### src/rtl/bsc_pkg.sv
package bsc_pkg;

    parameter int ADDR_W = 16;
    parameter int DATA_W = 8;

    localparam logic [ADDR_W-1:0] ADDR_RST = '0;
    localparam logic [DATA_W-1:0] DATA_RST = '0;

    // direction encoding on the bus
    localparam logic DIR_READ  = 1'b1;
    localparam logic DIR_WRITE = 1'b0;

    typedef struct packed {
        logic [ADDR_W-1:0] addr;
        logic              rw_n;
        logic [DATA_W-1:0] wdata;
    } bus_req_t;

    localparam bus_req_t REQ_RST = '{addr: ADDR_RST, rw_n: DIR_READ, wdata: DATA_RST};

    function automatic logic is_write(input bus_req_t r);
        return r.rw_n == DIR_WRITE;
    endfunction

    function automatic logic boundary_done(input logic stb, input logic rdy, input logic en);
        return stb & rdy & en;
    endfunction

endpackage

### src/rtl/bsc_step_gate.sv
module bsc_step_gate
    import bsc_pkg::*;
(
    input  logic cyc_stb,
    input  logic rdy_in,
    input  logic bus_en,
    output logic step
);
    always_comb begin
        step = boundary_done(cyc_stb, rdy_in, bus_en);
    end
endmodule

### src/rtl/bsc_cycle_hold.sv
module bsc_cycle_hold
    import bsc_pkg::*;
(
    input  logic     clk,
    input  logic     rst,
    input  logic     step,
    input  bus_req_t next_req,
    output bus_req_t cur_req
);
    always_ff @(posedge clk) begin
        if (rst) begin
            cur_req <= REQ_RST;
        end else if (step) begin
            cur_req <= next_req;
        end
    end
endmodule

### src/rtl/bsc_wait_ctl.sv
module bsc_wait_ctl (
    input  logic clk,
    input  logic rst,
    input  logic step,
    input  logic wai_req,
    input  logic irq_req,
    input  logic nmi_req,
    output logic wait_n
);
    logic release_now;

    always_comb begin
        release_now = irq_req | nmi_req;
    end

    always_ff @(posedge clk) begin
        if (rst) begin
            wait_n <= 1'b1;
        end else if (release_now) begin
            wait_n <= 1'b1;
        end else if (step && wai_req) begin
            wait_n <= 1'b0;
        end
    end
endmodule

### src/rtl/bsc_read_cap.sv
module bsc_read_cap
    import bsc_pkg::*;
(
    input  logic              clk,
    input  logic              rst,
    input  logic              step,
    input  logic              cur_is_read,
    input  logic [DATA_W-1:0] dat_i,
    output logic [DATA_W-1:0] rd_data
);
    always_ff @(posedge clk) begin
        if (rst) begin
            rd_data <= DATA_RST;
        end else if (step && cur_is_read) begin
            rd_data <= dat_i;
        end
    end
endmodule

### src/rtl/bus_stall_ctrl.sv
module bus_stall_ctrl
    import bsc_pkg::*;
(
    input  logic              clk,
    input  logic              rst,
    input  logic              cyc_stb,
    input  logic              rdy_in,
    input  logic              bus_en,
    input  logic              irq_req,
    input  logic              nmi_req,
    input  logic [ADDR_W-1:0] core_addr,
    input  logic              core_rw_n,
    input  logic [DATA_W-1:0] core_wdata,
    input  logic              core_wai,
    input  logic [DATA_W-1:0] dat_i,
    output logic              core_adv,
    output logic [ADDR_W-1:0] adr_o,
    output logic              adr_oe,
    output logic              rw_o,
    output logic              rw_oe,
    output logic [DATA_W-1:0] dat_o,
    output logic              dat_oe,
    output logic [DATA_W-1:0] rd_data_o,
    output logic              wait_n_o
);
    logic     step;
    bus_req_t next_req;
    bus_req_t cur_req;

    always_comb begin
        next_req.addr  = core_addr;
        next_req.rw_n  = core_rw_n;
        next_req.wdata = core_wdata;
    end

    bsc_step_gate u_gate (
        .cyc_stb (cyc_stb),
        .rdy_in  (rdy_in),
        .bus_en  (bus_en),
        .step    (step)
    );

    bsc_cycle_hold u_hold (
        .clk      (clk),
        .rst      (rst),
        .step     (step),
        .next_req (next_req),
        .cur_req  (cur_req)
    );

    bsc_wait_ctl u_wait (
        .clk     (clk),
        .rst     (rst),
        .step    (step),
        .wai_req (core_wai),
        .irq_req (irq_req),
        .nmi_req (nmi_req),
        .wait_n  (wait_n_o)
    );

    bsc_read_cap u_rcap (
        .clk         (clk),
        .rst         (rst),
        .step        (step),
        .cur_is_read (~is_write(cur_req)),
        .dat_i       (dat_i),
        .rd_data     (rd_data_o)
    );

    always_comb begin
        core_adv = step;
        adr_o    = cur_req.addr;
        rw_o     = cur_req.rw_n;
        dat_o    = cur_req.wdata;
        adr_oe   = bus_en;
        rw_oe    = bus_en;
        dat_oe   = bus_en & is_write(cur_req);
    end
endmodule

### config.mk
export PLATFORM = sky130hd
export DESIGN_NAME = bus_stall_ctrl
export DESIGN_NICKNAME = d
export VERILOG_FILES = /design/src/rtl/bsc_pkg.sv /design/src/rtl/bsc_step_gate.sv /design/src/rtl/bsc_cycle_hold.sv /design/src/rtl/bsc_wait_ctl.sv /design/src/rtl/bsc_read_cap.sv /design/src/rtl/bus_stall_ctrl.sv
export SDC_FILE = /design/constraint.sdc
export NUM_CORES = 1
export LEC_CHECK = 0
export BUFFER_PORTS_ARGS = -buffer_cell sky130_fd_sc_hd__buf_4
export CELL_PAD_IN_SITES_DETAIL_PLACEMENT = 1
export CELL_PAD_IN_SITES_GLOBAL_PLACEMENT = 2
export CORE_MARGIN = 1
export CORE_UTILIZATION = 23
export CTS_CLUSTER_DIAMETER = 200
export DETAILED_ROUTE_END_ITERATION = 8
export MAX_ROUTING_LAYER = met4
export PLACE_DENSITY = 0.8
export SYNTH_ARGS = -nofsm -noshare
export SYNTH_HDL_FRONTEND = slang
export SYNTH_SLANG_ARGS = --single-unit
### constraint.sdc
create_clock -name clk -period 0.95 [get_ports clk]
set_input_delay 0.0475 -clock clk [delete_from_list [all_inputs] [get_ports clk]]
set_output_delay 0.0475 -clock clk [all_outputs]
set_load 0.05 [all_outputs]
After elaboration in Yosys (flattened, before gate mapping)
Cells that the tools add are included.

word-level totals
  bits in registers = 34
  bits of input ports = 41
  output and inout port bits = 38
  logic and storage cells = 13

operators by class
  bitwise operators = 5
  reduce and logical (&&, ||, !) cells = 3

operators by type and width
  cell               number
  $and 1x1->1        3
  $logic_and 1x1->1  2
  $reduce_or 2->1    1
  $not 1->1          1
  $or 1x1->1         1

Depth between registers and ports, before layout
  word-level depth = 3
  gate-level depth with buffers = 4
  mapped depth without buffers = 2

Modules after synthesis
Synthesis repeated with hierarchy kept, for this count alone.

unflattened totals
  cell total of the unflattened synthesis = 125
  area total of the unflattened synthesis = 1347.5 um^2

by module, submodules not included
  module          instances  cells an instance  area an instance (um^2)  seq. area each (um^2)
  bsc_cycle_hold  1          81                 910.9                    500.5
  bsc_read_cap    1          37                 366.6                    160.2
  bsc_wait_ctl    1          3                  35.0                     20.0
  bus_stall_ctrl  1          3                  28.8                     0.0
  bsc_step_gate   1          1                  6.3                      0.0

Least setup slack after synthesis
No wires, ideal clock.

  path kind = reg-to-reg
  start point = register u_hold.cur_req[8] (netlist name)
  end point = register u_rcap.rd_data[0]
  library setup time = 72 ps
  arrival = 1288 ps
  slack = -409 ps
  stages on the path, launching flop included = 4
  period minus slack after synthesis = 1359 ps
  cells stage by stage = dfxtp_1 > and4_1 > buf_2 > mux2i_1

on the way
  cells in the longest elaborated chain, start to end = 1

ends and longest elaborated chain
  item                  line                text
  $logic_and 1x1->1     bsc_read_cap.sv:14  end else if (step && cur_is_read) begin
  end signal, assigned  bsc_read_cap.sv:15  rd_data <= dat_i;
  end, declared         bsc_read_cap.sv:9   output logic [DATA_W-1:0] rd_data

No other way between the ends.
A chain may end at the register's enable or synchronous reset.

Worst setup path in the final report
  start point = register u_hold.cur_req[8] (netlist name)
  end point = output port dat_oe

on the way
  cells in the longest elaborated chain, start to end = 2

ends and longest elaborated chain
  item           line                  text
  $not 1->1      bsc_pkg.sv:22         return r.rw_n == DIR_WRITE;
  $and 1x1->1    bus_stall_ctrl.sv:77  dat_oe = bus_en & is_write(cur_req);
  end, declared  bus_stall_ctrl.sv:22  output logic dat_oe,

No other way between the ends.

==> reports/metrics.csv <==
stage;metric;value;unit
timing;Period minus WS final;1.03;ns
floorplan;Core ar.;6460;sq um
timing;RSZ-0062 raised after global routing;yes;
yosys;cells after synthesis;151;
hold_path;Min-Delay Path Class;primary input to flop;
final_layout;Final Non-Filler Cells;308;
grt;vias in the first global route;1295;
power_and_ir_drop;Net Sw Power;876;uW
job;max cap viols;0;
timing;Worst-Margin Slew;0.485;ns
timing;fin crit share;108;%
worst_setup_path;crit-path cells;buf_6 > nor2b_4 > buf_6;
power_and_ir_drop;IR drop worst, VDD;0.000679;V
outcome;outcome;complete, but fails checks;
routing;WL/cell;12.1;um
power_and_ir_drop;Int Power;2.45;mW
hold_path;hold-critical path depth;3;
grt;GRT Total Usage;11.3;%
place;RePlAce Congestion;0.688;
yosys;Synth cell types;14;
floorplan;die height;84.4;um
timing;final hold violations;0;
yosys;Mapped Nets;192;
routing;drt first pass iters;6;
worst_setup_path;Crit path largest cell delay;0.34;ns
final_layout;layout cells sized above 1;40.3;%
cts;Reg clk slew, reported paths;0.07;ns
yosys;register bit total from synthesis;34;
floorplan;die width;84.4;um
worst_setup_path;CP top delay family;flip-flops;
place;post-DP HPWL;2.63;mm
final_layout;Fill cells;750;
routing;Vias/cell;4.16;
cts;clk root buf;clkbuf_8;
cts;CTS tree;done;
yosys;Cell Area, Synth;1560;sq um
floorplan;Die ar.;7120;sq um
power_and_ir_drop;pwr dens;1410;nW/um^2
power_and_ir_drop;Flop pwr share;45.0;%
worst_setup_path;startpoint types;flop;
yosys;cell taking the most area after synthesis;dfxtp_1;
worst_setup_path;Crit Path Max Fanout;3;
cts;clock sink count;34;
yosys;synth warn;0;
grt;grt ovf;0;
routing;Initial DRC Count;28;
final_layout;FF+latch area;686;sq um
worst_setup_path;Critical Path Slowest Stage Cell;dfxtp_4;
routing;metal3 WL;192;um
routing;vias;1280;
yosys;sequential area share after synthesis;43.6;%
cts;Max clock buf depth;2;
yosys;top cells by area, synth;dfxtp_1 44%, nand2b_1 26%, mux2i_1 21%, buf_12 2.6%, clkbuf_1 1.4%;
timing;max-slew violations;0;
grt;first-pass GRT wire length;6.10;mm
routing;post-route antenna net violation count;0;
grt;largest net degree at the start of global routing;68;
cts;htree depth;2;
power_and_ir_drop;clock share of power;35.5;%
timing;hold slack;0.0293;ns
worst_setup_path;WP depth;3;
final_layout;Layout Nets;271;
floorplan;IO Pins;79;
worst_setup_path;Crit. End Element;output pin;
cts;clock buffer count from CTS;5;
routing;Max Used Layer;met4;
timing;Setup Viol. Count Final;2;
final_layout;post-route cell area;2360;sq um
cts;clk_lat worst skew;0.28;ns
timing;Max Freq;971;MHz
timing;worst setup margin;-0.0794;ns
timing;TNS Setup;-0.0891;ns
worst_setup_path;Buf+Inv Stages, Crit Path;2;
final_layout;footprint of the multi-input gates;790;sq um
worst_setup_path;most frequent CP cell;buf_6;
worst_setup_path;Critical Path RT;0.90;ns
routing;drt total wl;3.73;mm
yosys;Synth Area per Inst;10.3;sq um
power_and_ir_drop;sw frac;26.3;%
timing;Rel. slew slack;67.7;%
worst_setup_path;worst r2r path cells;3;
power_and_ir_drop;LEAKAGE;0.996;nW
place;area post-placement;2220;sq um
outcome;failing checks;DRC, setup timing;
worst_setup_path;worst path arrival time;0.98;ns
floorplan;initial core utilization;24.2;%
routing;metal2 WL;1.91;mm
final_layout;Area Growth Syn to Fin;51.2;%
final_layout;n_diodes;0;
worst_setup_path;kind of critical path;flop to output pin;
place;Post-Place Cells;297;
yosys;share of the synthesized area in the top cell type;43.6;%
power_and_ir_drop;combinational share of power;19.5;%
routing;DRC;10;
place;I/O Buffers;78;
grt;initial antenna violation count;0;
routing;M1 WL;1.61;mm
timing;skew final;0.00743;ns
floorplan;Cell Rows;29;
-- layout by cell type (no fill, tap or decap) --
| cell | count |
|---|---|
| buf_6 | 2 |
| buf_12 | 3 |
| dfxtp_1 | 32 |
| buf_4 | 78 |
| clkbuf_1 | 2 |
| a2111o_1 | 1 |
| and4_1 | 1 |
| nand4_1 | 1 |
| dfxtp_2 | 1 |
| dfxtp_4 | 1 |
| dlygate4sd3_1 | 2 |
| mux2i_1 | 33 |
| clkbuf_16 | 1 |
| nor2_1 | 2 |
| clkbuf_8 | 5 |
| nand2b_1 | 64 |
| and3_4 | 1 |
| nor2b_4 | 1 |
-- routing by layer --
metal  global-route usage, %  vias up
met1                    12.7      602
met5                       -        -
met3                    3.34        2
met2                    19.2       35
li1                        -      641
met4                    3.70        0
-- logic make-up after synthesis --
kind of cell | share of synthesized area (%)
AOI/OAI and AO/OA | 0.721
buffers and inverters | 6.33
DFF | 43.6
muxes | 21.2
and+or+nand+nor | 28.2
-- cells in the mapped netlist --
| cell | n |
|---|---|
| buf_2 | 2 |
| and4_1 | 1 |
| clkbuf_1 | 6 |
| nand4_1 | 1 |
| nor2b_1 | 1 |
| nor2_1 | 2 |
| buf_12 | 2 |
| dfxtp_1 | 34 |
| and3_4 | 1 |
| buf_4 | 2 |
| mux2i_1 | 33 |
| a2111o_1 | 1 |
| nand2b_1 | 64 |
| buf_6 | 1 |
-- final cells by class --
type	count	share of cell area, %
repair buffers	85	29.1
multi-input cells	104	33.4
flip-flops and latches	34	29.0
clock buffers	8	4.29
well taps	77	4.08
-- metrics by stage --
stage	utilization, %	setup WS [ns]	power, mW
finish	36.6	-0.0794	3.33
detailed placement	34.4	-0.0221	2.18
CTS	36.6	-0.100	3.42
global route	36.6	-0.121	3.52
floorplan	-	-0.0650	1.93
global placement	34.4	0.0402	2.17
-- worst paths after layout --
path	from	slack, ns	to
hold reg to reg	u_wait.wait_n$_SDFFE_PP1P_	0.46	u_wait.wait_n$_SDFFE_PP1P_
setup reg to reg	u_hold.cur_req[8]$_SDFFE_PP1P_	0	u_rcap.rd_data[0]$_SDFFE_PP0P_
setup / recovery	u_hold.cur_req[8]$_SDFFE_PP1P_	-0.08	dat_oe
hold / removal	dat_i[1]	0.03	u_rcap.rd_data[1]$_SDFFE_PP0P_
-- worst min-delay path: cells and delay by family --
kind	cells	cell delay, ns
muxes	1	0.06
and+or+nand+nor	1	0.05
buffers and inverters	1	0.11
-- sequential cells by signal, summed over array words and instances (netlist names) --
| register | count |
|---|---|
| u_wait.wait_n | 1 |
| u_rcap.rd_data | 8 |
| u_hold.cur_req | 25 |
-- power by group through the flow --
stage	sequential [mW]	combinational, mW	clock (mW)
6_report	1.50	0.650	1.18
5_1_grt	1.50	0.694	1.32
4_1_cts	1.50	0.660	1.26
3_5_place_dp	1.53	0.647	0
3_3_place_gp	1.53	0.643	0
2_1_floorplan	1.70	0.227	0
-- what timing repair did --
| item | in CTS | in global routing |
|---|---|---|
| gates resized for setup | 3 | 0 |
| endpoints found under the setup margin | 5 | 10 |
| setup buffers | 1 | 0 |
| hold buffers | 2 | 0 |
| endpoints found under the hold margin | 1 | 0 |
(Power assumes the default switching activity.)
